`src/rtl/srte_pkg.sv`:
```
`timescale 1ns/1ps
package srte_pkg;
  localparam int ACK_W = 4;

  localparam logic [ACK_W-1:0] ACK_COMPLETE = 4'h1;
  localparam logic [ACK_W-1:0] ACK_PENDING  = 4'h2;

  typedef enum logic [1:0] {
    FC_NONE    = 2'd0,
    FC_TIMEOUT = 2'd1,
    FC_BUSY    = 2'd2,
    FC_ACKERR  = 2'd3
  } fail_e;

  typedef enum logic [1:0] {
    XS_IDLE    = 2'd0,
    XS_AWAIT   = 2'd1,
    XS_BACKOFF = 2'd2
  } xstate_e;

  // busy family: 0x4, 0x5, 0x6
  function automatic logic ack_is_busy(input logic [ACK_W-1:0] code);
    return (code == 4'h4) || (code == 4'h5) || (code == 4'h6);
  endfunction

  // strict greater-than comparison used by the split timer
  function automatic logic over_limit(input logic [31:0] count, input logic [31:0] limit);
    return count > limit;
  endfunction

  // a wait counter has covered its programmed ticks
  function automatic logic wait_done(input logic [31:0] count, input logic [31:0] target);
    return count >= target;
  endfunction
endpackage

```
`src/rtl/srte_cfg_reg.sv`:
```
`timescale 1ns/1ps
module srte_cfg_reg #(
  parameter int          W     = 32,
  parameter logic [W-1:0] RST_VAL = '0
) (
  input  logic         clk,
  input  logic         rst_n,
  input  logic         bus_reset,
  input  logic         wr_en,
  input  logic [W-1:0] wr_data,
  output logic [W-1:0] word_q
);
  always_ff @(posedge clk or negedge rst_n) begin
    if (!rst_n)     word_q <= RST_VAL;
    else if (wr_en) word_q <= wr_data;
  end

  AST_CFG_BUSRESET_HOLD: assert property (@(posedge clk) disable iff (!rst_n)
    (bus_reset && !wr_en) |=> (word_q == $past(word_q)));
endmodule

```
`src/rtl/srte_fetch_delay.sv`:
```
`timescale 1ns/1ps
module srte_fetch_delay #(
  parameter int FD_W = 4
) (
  input  logic            clk,
  input  logic            rst_n,
  input  logic            bus_reset,
  input  logic            cyc_tick,
  input  logic            fetch_req,
  input  logic [FD_W-1:0] delay,
  output logic            fetch_go
);
  import srte_pkg::*;

  logic            waiting;
  logic [FD_W-1:0] cnt;
  logic [FD_W-1:0] dly_q;
  logic            ev_fire;

  assign ev_fire = waiting && wait_done(32'(cnt), 32'(dly_q));

  always_ff @(posedge clk or negedge rst_n) begin
    if (!rst_n) begin
      waiting  <= 1'b0;
      cnt      <= '0;
      dly_q    <= '0;
      fetch_go <= 1'b0;
    end else begin
      fetch_go <= 1'b0;
      if (bus_reset) begin
        waiting <= 1'b0;
      end else if (!waiting) begin
        if (fetch_req) begin
          waiting <= 1'b1;
          cnt     <= '0;
          dly_q   <= delay;
        end
      end else if (ev_fire) begin
        fetch_go <= 1'b1;
        waiting  <= 1'b0;
      end else if (cyc_tick) begin
        cnt <= cnt + FD_W'(1);
      end
    end
  end

  AST_FETCH_CNT_BOUND: assert property (@(posedge clk) disable iff (!rst_n)
    waiting |-> (cnt <= dly_q));
  AST_FETCH_ONE_PULSE: assert property (@(posedge clk) disable iff (!rst_n)
    fetch_go |=> !fetch_go);
endmodule

```
`src/rtl/srte_xact_fsm.sv`:
```
`timescale 1ns/1ps
module srte_xact_fsm #(
  parameter int SPLIT_W = 16,
  parameter int IVL_W   = 8,
  parameter int LIM_W   = 4
) (
  input  logic                        clk,
  input  logic                        rst_n,
  input  logic                        bus_reset,
  input  logic                        cyc_tick,
  input  logic                        xact_start,
  input  logic                        tx_done,
  input  logic                        ack_valid,
  input  logic [srte_pkg::ACK_W-1:0]  ack_code,
  input  logic                        rsp_rcvd,
  input  logic [SPLIT_W-1:0]          split_to,
  input  logic [IVL_W-1:0]            retry_ivl,
  input  logic [LIM_W-1:0]            retry_lim,
  output logic                        retx_req,
  output logic                        xact_ok,
  output logic                        xact_fail,
  output logic [1:0]                  fail_code
);
  import srte_pkg::*;

  localparam int CW = (SPLIT_W + 1 > IVL_W) ? SPLIT_W + 1 : IVL_W;

  xstate_e            state;
  logic               run;
  logic [CW-1:0]      cnt;
  logic [CW-1:0]      cnt_inc;
  logic [LIM_W-1:0]   tries;
  logic [SPLIT_W-1:0] to_q;
  logic [IVL_W-1:0]   ivl_q;
  logic [LIM_W-1:0]   lim_q;
  fail_e              fc_q;

  // named internal events
  logic in_await, ev_rsp, ev_ack, ev_busy, ev_exhaust, ev_timeout, ev_retx;

  assign cnt_inc    = cnt + CW'(1);
  assign in_await   = (state == XS_AWAIT);
  assign ev_rsp     = in_await && rsp_rcvd;
  assign ev_ack     = in_await && !rsp_rcvd && ack_valid;
  assign ev_busy    = ev_ack && ack_is_busy(ack_code);
  assign ev_exhaust = ev_busy && (tries == lim_q);
  assign ev_timeout = in_await && !rsp_rcvd && !ack_valid && !tx_done && run && cyc_tick &&
                      over_limit(32'(cnt_inc), 32'(to_q));
  assign ev_retx    = (state == XS_BACKOFF) && wait_done(32'(cnt), 32'(ivl_q));
  assign fail_code  = fc_q;

  always_ff @(posedge clk or negedge rst_n) begin
    if (!rst_n) begin
      state     <= XS_IDLE;
      run       <= 1'b0;
      cnt       <= '0;
      tries     <= '0;
      to_q      <= '0;
      ivl_q     <= '0;
      lim_q     <= '0;
      fc_q      <= FC_NONE;
      retx_req  <= 1'b0;
      xact_ok   <= 1'b0;
      xact_fail <= 1'b0;
    end else begin
      retx_req  <= 1'b0;
      xact_ok   <= 1'b0;
      xact_fail <= 1'b0;
      if (bus_reset) begin
        state <= XS_IDLE;
        run   <= 1'b0;
      end else begin
        unique case (state)
          XS_IDLE: begin
            if (xact_start) begin
              state <= XS_AWAIT;
              to_q  <= split_to;
              ivl_q <= retry_ivl;
              lim_q <= retry_lim;
              tries <= '0;
              run   <= 1'b0;
              cnt   <= '0;
            end
          end
          XS_AWAIT: begin
            if (ev_rsp) begin
              xact_ok <= 1'b1;
              state   <= XS_IDLE;
            end else if (ev_ack) begin
              if (ack_code == ACK_COMPLETE) begin
                xact_ok <= 1'b1;
                state   <= XS_IDLE;
              end else if (ack_code == ACK_PENDING) begin
                state <= XS_AWAIT;
              end else if (ev_busy) begin
                if (ev_exhaust) begin
                  xact_fail <= 1'b1;
                  fc_q      <= FC_BUSY;
                  state     <= XS_IDLE;
                end else begin
                  state <= XS_BACKOFF;
                  run   <= 1'b0;
                  cnt   <= '0;
                end
              end else begin
                xact_fail <= 1'b1;
                fc_q      <= FC_ACKERR;
                state     <= XS_IDLE;
              end
            end else if (tx_done) begin
              run <= 1'b1;
              cnt <= '0;
            end else if (ev_timeout) begin
              xact_fail <= 1'b1;
              fc_q      <= FC_TIMEOUT;
              state     <= XS_IDLE;
              run       <= 1'b0;
            end else if (run && cyc_tick) begin
              cnt <= cnt_inc;
            end
          end
          XS_BACKOFF: begin
            if (ev_retx) begin
              retx_req <= 1'b1;
              tries    <= tries + LIM_W'(1);
              state    <= XS_AWAIT;
              run      <= 1'b0;
              cnt      <= '0;
            end else if (cyc_tick) begin
              cnt <= cnt_inc;
            end
          end
          default: state <= XS_IDLE;
        endcase
      end
    end
  end

  AST_RETX_UNDER_LIMIT: assert property (@(posedge clk) disable iff (!rst_n)
    ev_retx |-> (tries < lim_q));
  AST_NO_RETX_AT_ZERO: assert property (@(posedge clk) disable iff (!rst_n)
    ev_retx |-> (lim_q != '0));
  AST_RETX_FROM_BACKOFF: assert property (@(posedge clk) disable iff (!rst_n)
    retx_req |-> ($past(state) == XS_BACKOFF));
  AST_TIMEOUT_ON_TICK: assert property (@(posedge clk) disable iff (!rst_n)
    (xact_fail && fail_code == 2'd1) |-> $past(cyc_tick));
  AST_OK_FAIL_EXCL: assert property (@(posedge clk) disable iff (!rst_n)
    !(xact_ok && xact_fail));
  AST_FAIL_SINGLE: assert property (@(posedge clk) disable iff (!rst_n)
    xact_fail |=> !xact_fail);
  AST_FAIL_HAS_CAUSE: assert property (@(posedge clk) disable iff (!rst_n)
    xact_fail |-> (fail_code != 2'd0));
endmodule

```
`src/rtl/srte_engine.sv`:
```
`timescale 1ns/1ps
module srte_engine #(
  parameter int SPLIT_W = 16,
  parameter int IVL_W   = 8,
  parameter int LIM_W   = 4,
  parameter int FD_W    = 4,
  parameter logic [SPLIT_W+IVL_W+LIM_W+FD_W-1:0] CFG_RESET = 32'h0320_08E0
) (
  input  logic                                  clk,
  input  logic                                  rst_n,
  input  logic                                  bus_reset,
  input  logic                                  cfg_we,
  input  logic [SPLIT_W+IVL_W+LIM_W+FD_W-1:0]   cfg_wdata,
  output logic [SPLIT_W+IVL_W+LIM_W+FD_W-1:0]   cfg_rdata,
  input  logic                                  cyc_tick,
  input  logic                                  xact_start,
  input  logic                                  tx_done,
  input  logic                                  ack_valid,
  input  logic [3:0]                            ack_code,
  input  logic                                  rsp_rcvd,
  input  logic                                  fetch_req,
  output logic                                  retx_req,
  output logic                                  fetch_go,
  output logic                                  xact_ok,
  output logic                                  xact_fail,
  output logic [1:0]                            fail_code
);
  localparam int CFG_W  = SPLIT_W + IVL_W + LIM_W + FD_W;
  localparam int FD_LO  = 0;
  localparam int LIM_LO = FD_LO + FD_W;
  localparam int IVL_LO = LIM_LO + LIM_W;
  localparam int TO_LO  = IVL_LO + IVL_W;

  logic [CFG_W-1:0] word_q;

  srte_cfg_reg #(.W(CFG_W), .RST_VAL(CFG_RESET)) u_cfg (
    .clk(clk), .rst_n(rst_n), .bus_reset(bus_reset),
    .wr_en(cfg_we), .wr_data(cfg_wdata), .word_q(word_q)
  );

  assign cfg_rdata = word_q;

  srte_xact_fsm #(.SPLIT_W(SPLIT_W), .IVL_W(IVL_W), .LIM_W(LIM_W)) u_fsm (
    .clk(clk), .rst_n(rst_n), .bus_reset(bus_reset), .cyc_tick(cyc_tick),
    .xact_start(xact_start), .tx_done(tx_done), .ack_valid(ack_valid),
    .ack_code(ack_code), .rsp_rcvd(rsp_rcvd),
    .split_to(word_q[TO_LO +: SPLIT_W]),
    .retry_ivl(word_q[IVL_LO +: IVL_W]),
    .retry_lim(word_q[LIM_LO +: LIM_W]),
    .retx_req(retx_req), .xact_ok(xact_ok), .xact_fail(xact_fail),
    .fail_code(fail_code)
  );

  srte_fetch_delay #(.FD_W(FD_W)) u_fetch (
    .clk(clk), .rst_n(rst_n), .bus_reset(bus_reset), .cyc_tick(cyc_tick),
    .fetch_req(fetch_req), .delay(word_q[FD_LO +: FD_W]), .fetch_go(fetch_go)
  );
endmodule

```
`config.mk`:
```
export PLATFORM = sky130hd
export DESIGN_NAME = srte_engine
export DESIGN_NICKNAME = d
export VERILOG_FILES = /design/src/rtl/srte_pkg.sv /design/src/rtl/srte_cfg_reg.sv /design/src/rtl/srte_fetch_delay.sv /design/src/rtl/srte_xact_fsm.sv /design/src/rtl/srte_engine.sv
export SDC_FILE = /design/constraint.sdc
export NUM_CORES = 1
export LEC_CHECK = 0
export BUFFER_PORTS_ARGS = -buffer_cell sky130_fd_sc_hd__buf_2
export CORE_MARGIN = 3
export CORE_UTILIZATION = 50
export CTS_BUF_LIST = sky130_fd_sc_hd__clkbuf_8
export CTS_CLUSTER_DIAMETER = 60
export DETAILED_ROUTE_END_ITERATION = 16
export PLACE_DENSITY = 0.72
export SLEW_MARGIN = 10
export SYNTH_ARGS = -nofsm -noshare
export SYNTH_HDL_FRONTEND = slang
export SYNTH_SLANG_ARGS = --single-unit
```
`constraint.sdc`:
```
create_clock -name clk -period 5.3 [get_ports clk]
set_input_delay 1.59 -clock clk [delete_from_list [all_inputs] [get_ports clk]]
set_output_delay 1.59 -clock clk [all_outputs]
set_load 0.02 [all_outputs]
```
==> report_table.html <==
<table>
<tr><th>Metric</th><th>Value</th></tr>
<tr><th colspan="2">Outcome</th></tr>
<tr><td>Run status</td><td>complete, no violations</td></tr>
<tr><th colspan="2">Global routing</th></tr>
<tr><td>Number of global-route vias before repair</td><td>3834</td></tr>
<tr><td>Pin count of the biggest net entering global routing</td><td>64</td></tr>
<tr><td>Number of antenna violations at the first check in global routing</td><td>0</td></tr>
<tr><td>Aggregate global routing overflow</td><td>0</td></tr>
<tr><td>Overall fraction of global-route tracks in use</td><td>19.1%</td></tr>
<tr><td>Global-route wire length before repair</td><td>17.7 mm</td></tr>
<tr><th colspan="2">Floorplanning</th></tr>
<tr><td>Area of the core</td><td>10000 µm²</td></tr>
<tr><td>Standard-cell rows</td><td>36</td></tr>
<tr><td>Initial Util</td><td>52.6%</td></tr>
<tr><td># IOs</td><td>84</td></tr>
<tr><td>Floorplan die width</td><td>109 µm</td></tr>
<tr><td>Vert. Die Dim</td><td>109 µm</td></tr>
<tr><td>Die Area</td><td>11800 µm²</td></tr>
<tr><th colspan="2">Placed design</th></tr>
<tr><td>DP HPWL</td><td>7.83 mm</td></tr>
<tr><td>Global placement routability congestion</td><td>0.891</td></tr>
<tr><td>Port bufs</td><td>83</td></tr>
<tr><th colspan="2">Synthesis</th></tr>
<tr><td>Cell area after synthesis</td><td>5260 µm²</td></tr>
<tr><td>Yosys warning count</td><td>0</td></tr>
<tr><td>Post-Syn Area per Cell</td><td>10.8 µm²</td></tr>
<tr><td>Number of distinct standard cells referenced by the synthesized netlist</td><td>54</td></tr>
<tr><td>Post-synthesis instance total</td><td>488</td></tr>
<tr><td>Share of async-settable or async-resettable flops after synthesis</td><td>100%</td></tr>
<tr><td>Post-synth EDFFs</td><td>0</td></tr>
<tr><td>Part of the Yosys area used for sequential elements</td><td>47.2%</td></tr>
<tr><td>Count of state elements after synthesis</td><td>99</td></tr>
<tr><td>Synthesized net count</td><td>569</td></tr>
<tr><td>Most used flip-flop cell after synthesis</td><td>dfrtp_1</td></tr>
<tr><th colspan="2">CTS</th></tr>
<tr><td>H-Tree Level Count</td><td>3</td></tr>
<tr><td>Clock transition time at the flip-flop clock pins of the worst setup and hold paths</td><td>0.09 ns</td></tr>
<tr><td>TritonCTS buffer count</td><td>9</td></tr>
<tr><td>CTS tree</td><td>built</td></tr>
<tr><td>CTS Root Cell</td><td>clkbuf_8</td></tr>
<tr><td>Count of cells resized by post-cts repair</td><td>0</td></tr>
<tr><td>Buffer count from post-CTS setup fixing</td><td>0</td></tr>
<tr><td>Hold-fix buffer count after cts</td><td>0</td></tr>
<tr><td>Buffers from clock root to sink, at most</td><td>2</td></tr>
<tr><td>Latest clock arrival within the worst-skew pair</td><td>0.37 ns</td></tr>
<tr><td>Sink Count</td><td>99</td></tr>
<tr><th colspan="2">Finish</th></tr>
<tr><td>Antenna diodes</td><td>0</td></tr>
<tr><td>Most frequent standard cell in the layout excluding fill and tap cells</td><td>dfrtp_1</td></tr>
<tr><td>Commonest cells after routing, fill and taps aside</td><td>dfrtp_1, buf_2, mux2_2</td></tr>
<tr><td>Filler cells</td><td>884</td></tr>
<tr><td>Final net count</td><td>650</td></tr>
<tr><td>Layout overhead on the synthesized area</td><td>13.5%</td></tr>
<tr><td>Fraction of final layout cells sized beyond drive strength 1</td><td>32.1%</td></tr>
<tr><th colspan="2">Routing</th></tr>
<tr><td>Final routed wire length divided by cell count</td><td>15.0 µm</td></tr>
<tr><td>First-pass detailed-route iteration total</td><td>4</td></tr>
<tr><td>Number of nets still failing antenna checks after routing</td><td>0</td></tr>
<tr><td>DR vias/cell</td><td>5.36</td></tr>
<tr><td>Count of vias placed by the detailed router</td><td>3786</td></tr>
<tr><td>DRT iter0 DRCs</td><td>202</td></tr>
<tr><td>Total wire length</td><td>10.6 mm</td></tr>
<tr><td>Detailed-route DRC error count</td><td>0</td></tr>
<tr><th colspan="2">Setup path</th></tr>
<tr><td>CP Max Fanout</td><td>14</td></tr>
<tr><td>Launching element type of the critical path</td><td>flop</td></tr>
<tr><td>Worst endpoint data arrival time</td><td>4.22 ns</td></tr>
<tr><td>Worst setup path category</td><td>reg -&gt; reg</td></tr>
<tr><td>Beginning of the worst register-to-register path</td><td>u_fsm.cnt[0]</td></tr>
<tr><td>Required time at the worst-slack endpoint</td><td>5.54 ns</td></tr>
<tr><td>Biggest cell delay along the critical path</td><td>0.47 ns</td></tr>
<tr><td>Worst setup EP type</td><td>flop</td></tr>
<tr><td>Flop2flop setup slack</td><td>1.32 ns</td></tr>
<tr><td>Reg2reg end</td><td>u_fsm.cnt[0]</td></tr>
<tr><td>Register-to-Register Path Depth</td><td>15</td></tr>
<tr><td>Worst path buffer plus inverter count</td><td>1</td></tr>
<tr><td>Critical-path top delay cell</td><td>dfrtp_1</td></tr>
<tr><td>Cell family with the largest share of critical-path delay</td><td>simple AND/OR/NAND/NOR gates</td></tr>
<tr><td>List of cells traversed by the critical path</td><td>ha_1 &gt; and3_1 &gt; and3_1 &gt; nand3_1 &gt; nor2_1 &gt; xor2_1 &gt; ha_1 &gt; nand4_1 &gt; inv_1 &gt; nand4_1 &gt; and3b_1 &gt; a211o_1 &gt; o21ai_2 &gt; or2_1 &gt; o21ai_1</td></tr>
<tr><th colspan="2">Timing</th></tr>
<tr><td>Setup violation total in the final timing report</td><td>0</td></tr>
<tr><td>Total negative setup slack</td><td>0 ns</td></tr>
<tr><td>Unrepaired setup endpoints after global routing</td><td>false</td></tr>
<tr><td>Slew margin rel.</td><td>47.0%</td></tr>
<tr><td>Post-route clock skew</td><td>0.0117 ns</td></tr>
<tr><td>Transition time of the tightest slew-check pin</td><td>0.795 ns</td></tr>
<tr><td>Final slew viol count</td><td>0</td></tr>
<tr><td>Worst Hold Slack</td><td>0.504 ns</td></tr>
<tr><td>Period utilization</td><td>75.1%</td></tr>
<tr><td>Max Fclk</td><td>0.251 GHz</td></tr>
<tr><td>Final Critical Period</td><td>3.98 ns</td></tr>
<tr><td>Final hold violations</td><td>0</td></tr>
<tr><th colspan="2">Min path</th></tr>
<tr><td>Hold path depth</td><td>1</td></tr>
<tr><td>Sink of the worst hold path</td><td>u_fsm.fail_code[0]</td></tr>
<tr><td>Min-delay worst type</td><td>reg -&gt; reg</td></tr>
<tr><td>Startpoint of the worst hold path</td><td>u_fsm.fail_code[0]</td></tr>
<tr><th colspan="2">Flow run</th></tr>
<tr><td>Maxcap violations</td><td>0</td></tr>
<tr><th colspan="2">Pwr</th></tr>
<tr><td>Total power consumption of the routed design</td><td>1.83 mW</td></tr>
<tr><td>Reported leakage power</td><td>2.85 nW</td></tr>
<tr><td>IR Drop Worst-Case VDD</td><td>0.000161 V</td></tr>
<tr><td>Areal power density over the cells</td><td>306 nW/µm²</td></tr>
</table>
-- logic make-up (layout without fill, tap and decap cells) --
logic type               count (synthesis)  in the layout  share of synthesized area, %
multiplexers                            62             62                          13.3
AO/OA/AOI/OAI                           82             82                          10.5
buffers and inverters                   55            141                          4.25
AND/OR/NAND/NOR                        134            134                          12.9
flip-flops                              99             99                          47.2
XOR/XNOR                                21             21                          3.49
adder cells (fa/ha/maj)                 35             35                          8.32
-- how the worst max path moves through the flow --
| stage | start | endpoint | slack (ns) | depth (start not counted) |
|---|---|---|---|---|
| floorplan | u_fsm.cnt[0] | u_fsm.cnt[11] | 2.01 | 17 |
| global placement | u_fsm.cnt[0] | u_fsm.cnt[2] | 1.57 | 15 |
| detailed placement | u_fsm.cnt[0] | u_fsm.cnt[0] | 1.37 | 15 |
| CTS | u_fsm.cnt[0] | u_fsm.cnt[0] | 1.36 | 15 |
| global route | u_fsm.cnt[0] | u_fsm.cnt[0] | 0.98 | 15 |
| finish | u_fsm.cnt[0] | u_fsm.cnt[0] | 1.32 | 15 |
-- power by group --
part	total [mW]	switching (mW)	internal [mW]
clock	0.440	0.257	0.182
combinational	0.450	0.243	0.207
sequential	0.939	0.0672	0.872
-- state kept, by name (all words and copies together), names as in the netlist, 2 cells and up --
name	count
u_fetch.dly_q	4
u_fsm.state	2
u_fsm.lim_q	4
u_fsm.fail_code	2
u_fsm.cnt	17
u_fsm.ivl_q	8
u_fsm.to_q	16
u_cfg.word_q	32
u_fsm.tries	4
u_fetch.cnt	4
-- per-stage QoR --
step / setup slack (ns) / cell area (µm²) / utilization [%] / instances
floorplan: 2.01 / 5260 / - / 488
global placement: 1.57 / 5800 / 58.0 / 691
detailed placement: 1.37 / 5800 / 58.0 / 691
CTS: 1.36 / 5980 / 59.8 / 707
global route: 0.978 / 5980 / 59.8 / 707
finish: 1.32 / 5980 / 59.8 / 707
-- routing by layer --
layer	up-vias	global-route usage (%)	routed length, µm
li1	1876	-	-
met1	1823	25.8	4850
met2	74	30.1	5090
met3	13	4.18	495
met4	0	7.66	166
met5	-	0	0
-- worst reg2reg max path, cell delays in order (launching register included) --
cell and delay (ns):
dfrtp_1 0.47, ha_1 0.29, and3_1 0.29, and3_1 0.26, nand3_1 0.20, nor2_1 0.17
xor2_1 0.21, ha_1 0.28, nand4_1 0.09, inv_1 0.04, nand4_1 0.11, and3b_1 0.21
a211o_1 0.31, o21ai_2 0.39, or2_1 0.44, o21ai_1 0.11
-- final cells by class --
type | count | area (µm²) | area share (%)
multi-input combinational | 334 | 2550 | 42.7
sequential | 99 | 2490 | 41.6
timing repair buffer | 87 | 448 | 7.49
tap | 133 | 166 | 2.78
inverter | 38 | 143 | 2.39
clock buffer | 10 | 138 | 2.30
clock inverter | 6 | 42.5 | 0.712
-- cells in the mapped netlist, drive strengths merged, types with 2 or more instances --
library cell | number | area (µm²)
a211oi | 3 | 22.5
nand4 | 10 | 62.6
nor3 | 5 | 30.0
buf | 10 | 55.1
dfstp | 7 | 184
ha | 35 | 438
nand2 | 37 | 141
xor2 | 6 | 52.6
o31ai | 8 | 98.8
nor2 | 22 | 82.6
inv | 38 | 143
and3 | 8 | 50.1
nand3 | 23 | 115
a211o | 2 | 17.5
mux2 | 62 | 698
a21oi | 17 | 85.1
and2 | 2 | 12.5
clkbuf | 7 | 26.3
xnor2 | 15 | 131
o21a | 2 | 15.0
nor2b | 7 | 43.8
nand3b | 2 | 15.0
or3 | 3 | 18.8
o21ai | 34 | 178
o211ai | 3 | 22.5
or4 | 2 | 15.0
nand2b | 8 | 50.1
a21o | 2 | 15.0
dfrtp | 92 | 2300
(Power assumes the default switching activity.)
